===== config.mk =====
export PLATFORM = sky130hd
export DESIGN_NAME = dbg_mbox_top
export DESIGN_NICKNAME = d
export VERILOG_FILES = /design/src/rtl/dbg_mbox_pkg.sv /design/src/rtl/dbg_mbox_regs.sv /design/src/rtl/dbg_mbox_pulse.sv /design/src/rtl/dbg_mbox_exec.sv /design/src/rtl/dbg_mbox_top.sv
export SDC_FILE = /design/constraint.sdc
export NUM_CORES = 1
export LEC_CHECK = 0
export BUFFER_PORTS_ARGS = -buffer_cell sky130_fd_sc_hd__buf_4
export CORE_ASPECT_RATIO = 0.5
export CORE_UTILIZATION = 59
export CTS_CLUSTER_SIZE = 20
export DETAILED_ROUTE_END_ITERATION = 8
export PLACE_DENSITY = 0.83
export RECOVER_POWER = 25
export SLEW_MARGIN = 5
export SYNTH_ARGS = -nofsm -noshare
export SYNTH_HDL_FRONTEND = slang
export SYNTH_SLANG_ARGS = --single-unit

===== constraint.sdc =====
create_clock -name clk -period 3.41 [get_ports clk]
set_input_delay 0.5115 -clock clk [delete_from_list [all_inputs] [get_ports clk]]
set_output_delay 0.5115 -clock clk [all_outputs]
set_load 0.05 [all_outputs]

===== src/rtl/dbg_mbox_pkg.sv =====
package dbg_mbox_pkg;

    localparam logic [31:0] MBOX_ID = 32'h002E_0000;

    localparam logic [15:0] CMD_MAIN_ERASE = 16'h020C;
    localparam logic [15:0] CMD_FACTORY    = 16'h020A;
    localparam logic [15:0] CMD_WAIT_DBG   = 16'h0206;
    localparam logic [15:0] CMD_PWD_CHECK  = 16'h030E;
    localparam logic [15:0] CMD_XCHG       = 16'h00EE;

    localparam logic [1:0] A_TXCTL  = 2'd0;
    localparam logic [1:0] A_TXDATA = 2'd1;
    localparam logic [1:0] A_RXCTL  = 2'd2;
    localparam logic [1:0] A_IDENT  = 2'd3;

    localparam logic [7:0] STAT_OK     = 8'h00;
    localparam logic [7:0] STAT_BADCMD = 8'hE1;
    localparam logic [7:0] STAT_NODATA = 8'hE2;
    localparam logic [7:0] STAT_OPFAIL = 8'hE3;

    localparam int NUM_STROBE = 4;

    typedef enum logic [1:0] {
        ST_IDLE = 2'd0,
        ST_BUSY = 2'd1,
        ST_DONE = 2'd2,
        ST_ERR  = 2'd3
    } mbox_state_e;

    typedef struct packed {
        mbox_state_e state;
        logic [7:0]  status;
    } rx_info_t;

    function automatic logic [NUM_STROBE-1:0] strobe_of(input logic [15:0] c);
        case (c)
            CMD_MAIN_ERASE: strobe_of = 4'b0001;
            CMD_FACTORY:    strobe_of = 4'b0010;
            CMD_WAIT_DBG:   strobe_of = 4'b0100;
            CMD_PWD_CHECK:  strobe_of = 4'b1000;
            default:        strobe_of = 4'b0000;
        endcase
    endfunction

endpackage


===== src/rtl/dbg_mbox_regs.sv =====
module dbg_mbox_regs
    import dbg_mbox_pkg::*;
#(
    parameter int DW = 32,
    parameter int CW = 16
) (
    input  logic          clk,
    input  logic          rst,
    input  logic          wr_en,
    input  logic [1:0]    addr,
    input  logic [DW-1:0] wdata,
    input  logic          fire,
    input  rx_info_t      rx,
    output logic          pend,
    output logic [CW-1:0] code,
    output logic [DW-1:0] data,
    output logic          fresh,
    output logic [DW-1:0] rdata
);
    localparam int PAD_TX = DW - CW - 1;
    localparam int PAD_RX = DW - 16;

    always_ff @(posedge clk) begin
        if (rst) begin
            pend  <= 1'b0;
            code  <= '0;
            data  <= '0;
            fresh <= 1'b0;
        end else begin
            // execution consumes; a same-edge write wins
            if (fire) pend <= 1'b0;
            if (fire && code == CMD_XCHG) fresh <= 1'b0;
            if (wr_en && addr == A_TXCTL) begin
                pend <= 1'b1;
                code <= wdata[CW-1:0];
            end
            if (wr_en && addr == A_TXDATA) begin
                data  <= wdata;
                fresh <= 1'b1;
            end
        end
    end

    always_comb begin
        case (addr)
            A_TXCTL:  rdata = {pend, {PAD_TX{1'b0}}, code};
            A_TXDATA: rdata = data;
            A_RXCTL:  rdata = {{PAD_RX{1'b0}}, rx.status, 6'b0, rx.state};
            default:  rdata = MBOX_ID;
        endcase
    end
endmodule


===== src/rtl/dbg_mbox_pulse.sv =====
module dbg_mbox_pulse #(
    parameter int PULSE_LIM = 100_000_000
) (
    input  logic clk,
    input  logic rst,
    input  logic nrst_n,
    output logic short_rel
);
    localparam int CNTW = $clog2(PULSE_LIM + 1);
    localparam logic [CNTW-1:0] LIM = CNTW'(PULSE_LIM);

    logic [CNTW-1:0] low_cnt;
    logic            prev_n;

    always_ff @(posedge clk) begin
        if (rst) begin
            low_cnt <= '0;
            prev_n  <= 1'b1;
        end else begin
            prev_n <= nrst_n;
            if (nrst_n)             low_cnt <= '0;
            else if (low_cnt != LIM) low_cnt <= low_cnt + 1'b1;
        end
    end

    assign short_rel = nrst_n && !prev_n && (low_cnt < LIM);
endmodule


===== src/rtl/dbg_mbox_exec.sv =====
module dbg_mbox_exec
    import dbg_mbox_pkg::*;
#(
    parameter int DW = 32,
    parameter int CW = 16
) (
    input  logic                  clk,
    input  logic                  rst,
    input  logic                  pend,
    input  logic                  trig,
    input  logic [CW-1:0]         code,
    input  logic                  fresh,
    input  logic [DW-1:0]         data,
    input  logic                  op_done,
    input  logic                  op_err,
    output logic                  fire,
    output logic [NUM_STROBE-1:0] strobe,
    output logic [DW-1:0]         pwd_word,
    output logic                  pwd_valid,
    output rx_info_t              rx
);
    logic [NUM_STROBE-1:0] dec;

    assign dec  = strobe_of(code);
    assign fire = pend && trig && (rx.state != ST_BUSY);

    always_ff @(posedge clk) begin
        if (rst) begin
            strobe    <= '0;
            pwd_valid <= 1'b0;
            pwd_word  <= '0;
            rx        <= '{state: ST_IDLE, status: STAT_OK};
        end else begin
            strobe    <= '0;
            pwd_valid <= 1'b0;
            if (rx.state == ST_BUSY && op_done)
                rx <= op_err ? '{state: ST_ERR,  status: STAT_OPFAIL}
                             : '{state: ST_DONE, status: STAT_OK};
            if (fire) begin
                if (dec != '0) begin
                    strobe <= dec;
                    rx     <= '{state: ST_BUSY, status: STAT_OK};
                end else if (code == CMD_XCHG) begin
                    if (fresh) begin
                        pwd_valid <= 1'b1;
                        pwd_word  <= data;
                        rx        <= '{state: ST_DONE, status: STAT_OK};
                    end else begin
                        rx <= '{state: ST_ERR, status: STAT_NODATA};
                    end
                end else begin
                    rx <= '{state: ST_ERR, status: STAT_BADCMD};
                end
            end
        end
    end
endmodule


===== src/rtl/dbg_mbox_top.sv =====
module dbg_mbox_top
    import dbg_mbox_pkg::*;
#(
    parameter int PULSE_LIM = 100_000_000
) (
    input  logic        clk,
    input  logic        rst,
    input  logic        reg_wr,
    input  logic [1:0]  reg_addr,
    input  logic [31:0] reg_wdata,
    output logic [31:0] reg_rdata,
    input  logic        boot_rst,
    input  logic        nrst_n,
    input  logic        op_done,
    input  logic        op_err,
    output logic [3:0]  cmd_strobe,
    output logic [31:0] pwd_word,
    output logic        pwd_valid
);
    localparam int DW = 32;
    localparam int CW = 16;

    logic          pend, fresh, fire, short_rel;
    logic [CW-1:0] code;
    logic [DW-1:0] txd;
    rx_info_t      rx;
    mbox_state_e   rx_state;

    assign rx_state = rx.state;

    dbg_mbox_regs #(.DW(DW), .CW(CW)) i_regs (
        .clk(clk), .rst(rst), .wr_en(reg_wr), .addr(reg_addr), .wdata(reg_wdata),
        .fire(fire), .rx(rx), .pend(pend), .code(code), .data(txd),
        .fresh(fresh), .rdata(reg_rdata)
    );

    dbg_mbox_pulse #(.PULSE_LIM(PULSE_LIM)) i_pulse (
        .clk(clk), .rst(rst), .nrst_n(nrst_n), .short_rel(short_rel)
    );

    dbg_mbox_exec #(.DW(DW), .CW(CW)) i_exec (
        .clk(clk), .rst(rst), .pend(pend), .trig(boot_rst || short_rel),
        .code(code), .fresh(fresh), .data(txd), .op_done(op_done), .op_err(op_err),
        .fire(fire), .strobe(cmd_strobe), .pwd_word(pwd_word),
        .pwd_valid(pwd_valid), .rx(rx)
    );
endmodule


# Word level (Yosys, flattened, before mapping)
# Index checks and enable logic that the tools add are counted.
# W data, S select, Z words.
dict set report classes {
  bitwise_logic 3
  eq_ne 10
  muxes 13
  order_cmp 1
  add_sub_neg 1
  n_reduce_logical 19
}
# op n
set ops {}
lappend ops {{$pmux W32 S3} 1}
lappend ops {{$eq A16 B10 Y1 const B} 4}
lappend ops {{$mux W10} 3}
lappend ops {{$add A27 B1 Y27 const B} 1}
lappend ops {{$lt A27 B27 Y1 const B} 1}
lappend ops {{$mux W9} 3}
lappend ops {{$ne A27 B27 Y1 const B} 1}
lappend ops {{$eq A16 B8 Y1 const B} 1}
lappend ops {{$pmux W4 S4} 1}
lappend ops {{$logic_and A1 B1 Y1} 8}
lappend ops {{$reduce_bool A2 Y1} 3}
lappend ops {{$mux W1} 5}
lappend ops {{$eq A2 B1 Y1 const B} 2}
lappend ops {{$reduce_and A4 Y1} 1}
lappend ops {{$reduce_bool A4 Y1} 1}
lappend ops {{$reduce_or A4 Y1} 1}
lappend ops {{$not A1 Y1} 3}
lappend ops {{$reduce_or A3 Y1} 1}
lappend ops {{$eq A2 B2 Y1 const B} 1}
lappend ops {{$logic_not A2 Y1} 1}
lappend ops {{$ne A2 B1 Y1 const B} 1}
lappend ops {{$reduce_or A2 Y1} 1}
lappend ops {{$logic_not A1 Y1} 1}
lappend ops {{$logic_or A1 B1 Y1} 1}
dict set report totals {
  word_cells 58
  out_inout_bits 69
  inputBits 41
  reg_bits 125
}

# Longest topological paths before layout
dict set report depth {
  ltp_word 9
  depth_mapped 7
  ltp_nobuf 7
}

# Hierarchy
# A second synthesis with hierarchy kept.
dict set report unflattened {
  cells_unflattened 686
  area_unflattened_um2 5634.2
}
# module area_per_inst_um2 cells_per_inst instances seq_area_each_um2
set by_module_without_submodules {}
lappend by_module_without_submodules {dbg_mbox_regs 2238.4 293 1 1001.0}
lappend by_module_without_submodules {dbg_mbox_exec 1989.4 227 1 840.8}
lappend by_module_without_submodules {dbg_mbox_pulse 1400.1 165 1 560.5}
lappend by_module_without_submodules {dbg_mbox_top 6.3 1 1 0.0}

# Worst setup path before layout
# No wires, ideal clock.
dict set report synth_path {
  path_kind {input port to output port}
  from {input reg_addr[0]}
  to {output reg_rdata[13]}
  stages 4
  arrival_ns 2.404
  path_slack_ns 0.494
  n_path_buf 2
  required_ns 2.898
  path_cell_list {clkbuf_1 -> buf_1 -> mux2i_1 -> o21ai_0}
}
dict set report synth_via {
  elab_chain_len 2
  word_cells_on_any_way 4
  classes_between {eq/ne (2); mux (1); reduce/logical (1)}
}
# element line
set synth_lines {}
lappend synth_lines {{start: declaration} dbg_mbox_top.sv:9} ;# input logic [1:0] reg_addr,
lappend synth_lines {{$eq A2 B2 Y1 (tied with other cells)} dbg_mbox_regs.sv:45} ;# case (addr)
lappend synth_lines {{$pmux W32 S3 (*)} dbg_mbox_regs.sv:45}
lappend synth_lines {{end: declaration} dbg_mbox_top.sv:11} ;# output logic [31:0] reg_rdata,
# Mark *: on every way between the ends. The rest lies on a longest branch, timed or not.

# Final worst setup path
dict set report layout_path {
  from {register i_regs.code[11]}
  to {register i_exec.pwd_word[20]}
}
dict set report layout_via {
  elab_chain_len 5
  word_cells_on_any_way 9
  classes_between {eq/ne (5); mux (1); bitwise (1); reduce/logical (2)}
}
# element line
set layout_lines {}
lappend layout_lines {{start: declaration} dbg_mbox_regs.sv:15} ;# output logic [CW-1:0] code,
lappend layout_lines {{start signal: assignment} dbg_mbox_regs.sv:35} ;# code <= wdata[CW-1:0];
lappend layout_lines {{$eq A16 B10 Y1} dbg_mbox_pkg.sv:36} ;# case (c)
lappend layout_lines {{$pmux W4 S4} dbg_mbox_pkg.sv:36}
lappend layout_lines {{$reduce_bool A4 Y1} dbg_mbox_exec.sv:40} ;# if (dec != '0) begin
lappend layout_lines {{$not A1 Y1 (no source line)} --}
lappend layout_lines {{$reduce_and A4 Y1 (no source line) (*)} --}
lappend layout_lines {{end signal: assignment} dbg_mbox_exec.sv:46} ;# pwd_word <= data;
lappend layout_lines {{end: declaration} dbg_mbox_exec.sv:18} ;# output logic [DW-1:0] pwd_word,
# Marked as above.
# A chain may end at the register's enable or synchronous reset.

==> key figures <==
Timing
  • Final worst path period share: 0.822
  • Fmax: 357 MHz
  • Worst Tran Pin Value: 1080 ps
  • Final setup viols: 0
  • Clock period minus worst slack: 2800 ps
  • Fin Setup TNS: 0 ps
  • Hold_ws: 344 ps
  • Max-slew violations: 0
  • Worst Clk Skew: 6.89 ps
  • RSZ-0062 raised after global routing: no
  • Final hold violations: 0
  • Normalized max-slew margin: 0.280

Cells and area
  • Fillers: 655
  • Commonest cells after routing, fill and taps aside: dfxtp_1 (120), nand2_1 (118), buf_4 (80), nand2b_1 (65), a21oi_1 (58)
  • Diodes inserted: 0
  • Final Net Count: 777
  • Leading cell type in the layout, fill and taps excluded: dfxtp_1
  • Layout cells sized above 1: 0.169
  • Area growth syn-to-layout: 24.7%

Detailed routing
  • DRT antenna net count: 0
  • DRT iter0 DRCs: 322
  • Final WL: 13.8 mm
  • Drt drc: 0
  • Vias per cell: 5.61
  • DRT Pass-1 Iters: 5
  • Routed len/inst: 16.0 um
  • Via count: 4846

Die
  • Core ar.: 8830 sq um
  • Die area: 9630 sq um
  • Die X: 138 um
  • Die height: 69.9 um
  • Top-Level Pins: 110
  • Initial core utilization: 0.616
  • Row cnt: 24

Setup path
  • WS Path Type: reg2reg
  • CP max stage delay: 800 ps
  • Reg2reg start: i_regs.code[11]
  • Length in cells of the worst reg-to-reg path: 6
  • Critical path depth in cells: 6
  • CP top delay family: simple AND/OR/NAND/NOR gates
  • Critical path's slowest cell: nor3_4
  • WP data required: 3740 ps
  • Worst Path Buf+Inv: 1
  • CP startpoint: i_regs.code[11]
  • Critical Path AT: 3140 ps
  • Cell chain of the critical path: nor4_1 -> and4_1 -> nand3_1 -> nor3_4 -> buf_4 -> mux2i_1
  • Crit start category: flop
  • CP endpoint kind: flop
  • R2R Setup Slk: 610 ps
  • Worst-path fanout max: 17
  • R2R Path End: i_exec.pwd_word[20]

Global routing
  • Gr usage total: 0.301
  • Maximum number of pins on one net before global-route repair: 125
  • First-pass GRT wire length: 22.3 mm
  • Vias in the first global route: 4672
  • GRT overflow: 0
  • Initial antenna violation count: 0

Synth
  • Synth area leaders: dfxtp_1 (44%), mux2i_1 (9.2%), nand2_1 (8.1%)
  • Syn nets: 682
  • EDFF count, synth: 0
  • Syn_area_per_cell: 8.51 sq um
  • Ys async rst share: 0
  • Sequential-to-total area share from yosys stat: 0.442
  • Mapped cell area: 5440 sq um
  • Top FF cell, synth: dfxtp_1
  • YS warnings: 0
  • FF+latch count, synth: 120
  • Top-area cell type share of the netlist area: 0.442
  • Cell taking the most area after synthesis: dfxtp_1
  • Yosys cell types: 54
  • Mapped Cells: 639

Pwr
  • Leakage: 2.43 nW
  • PwrDens: 529 nW/um^2
  • Peak supply drop: 0.000429 V

Hold path
  • Hold Path Class: in2reg
  • Hold EP: i_regs.data[24]
  • Hold path cells: 3
  • Hold_sp: reg_wdata[24]

Outcome
  • Status: finished, final reports clean

Clock tree
  • Max Root-Sink Buffers: 2
  • H-tree levels: 4
  • Post-CTS Resized: 0
  • Root buf cell: clkbuf_16
  • CTS clk-pin slew, worst paths: 60 ps
  • CTS sink cnt: 120
  • # Post-CTS Setup Buffers: 0
  • Clock buffer count from CTS: 17
  • Clk_lat worst skew: 410 ps
  • CTS tree: yes
  • # hold bufs at CTS: 0

Place
  • Post-DP HPWL: 8.95 mm
  • I/O Buffers: 109
  • Placer Congestion: 0.845

Flow run
  • Max Cap Violations: 0
-- synthesized netlist by cell type, drive strengths merged (3+ instances only) --
cell,instances
xnor2,8
or4,5
mux2i,50
dfxtp,120
or4b,3
and3,3
nand2b,65
and4,6
nand2,118
xor2,10
buf,8
nor4,7
nand3b,3
o21ai,14
nand4,11
and2,13
a311oi,3
or3,5
nand3,13
clkbuf,32
o211ai,4
a21oi,58
inv,6
o21a,4
nor3,4
nor2,40
or2,3
-- routing by layer --
layer | wire, um | global-route usage | vias up
met4 | 205 | 0.0918 | 0
met5 | 0 | 0 | -
met3 | 833 | 0.0886 | 22
met2 | 6530 | 0.512 | 152
met1 | 6230 | 0.366 | 2296
li1 | - | - | 2376
-- worst max path at each step --
stage                                      to  slack (ps)
after floorplan                 reg_rdata[13]         490
after global placement    i_exec.pwd_word[21]         760
after detailed placement  i_exec.pwd_word[26]         680
after CTS                 i_exec.pwd_word[20]         650
after global routing      i_exec.pwd_word[20]         460
final                     i_exec.pwd_word[20]         610
-- flip-flops by register name, indices dropped and copies added (netlist names) --
register,count
i_pulse.prev_n,1
i_pulse.low_cnt,27
i_exec.strobe,4
i_exec.pwd_valid,1
i_exec.pwd_word,32
i_regs.pend,1
i_exec.rx,5
i_regs.code,16
i_regs.data,32
i_regs.fresh,1
-- layout make-up --
cell class	instances	area (sq um)	area share
flip-flops and latches	120	2400	0.354
clock inverters	12	174	0.0256
inverters	6	22.5	0.00332
clock buffers	20	457	0.0673
well taps	117	146	0.0216
multi-input cells	473	2850	0.420
repair buffers	116	736	0.108
-- metrics by stage --
step                      instance area (sq um)   util  instances  setup slack [ps]  power, mW
final                                      6780  0.768        864               607       3.59
after global routing                       6780  0.768        864               455       3.69
after CTS                                  6920  0.784        864               651       3.59
after detailed placement                   6290  0.712        832               677       1.71
after global placement                     6290  0.712        832               765       1.70
after floorplan                            5440      -        639               494       1.62
-- report_power, final --
group,leakage (nW),total (mW),internal (mW),switching (mW)
sequential,0.971,1.45,1.43,0.0231
clock,0.298,1.91,1.26,0.651
combinational,1.16,0.229,0.0926,0.136
total,2.43,3.59,2.78,0.810
-- worst register-to-register path: cells and delay by family, from the launching register on --
family        cells  cell delay [ps]
simple gates      4             1780
buf+inv           1              380
flops             1              320
mux               1              240
-- kinds of logic (layout without fill, tap and decap cells) --
logic type	count (synthesis)	count (layout)	share of synthesized area
muxes	51	51	0.0941
xor gates and xnor gates	18	18	0.0290
AOI/OAI and AO/OA	91	91	0.0954
and+or+nand+nor	311	311	0.300
adders and majority gates	2	2	0.00460
buffers and inverters	46	154	0.0352
DFF	120	120	0.442
Power figures use the tool's default switching activity.
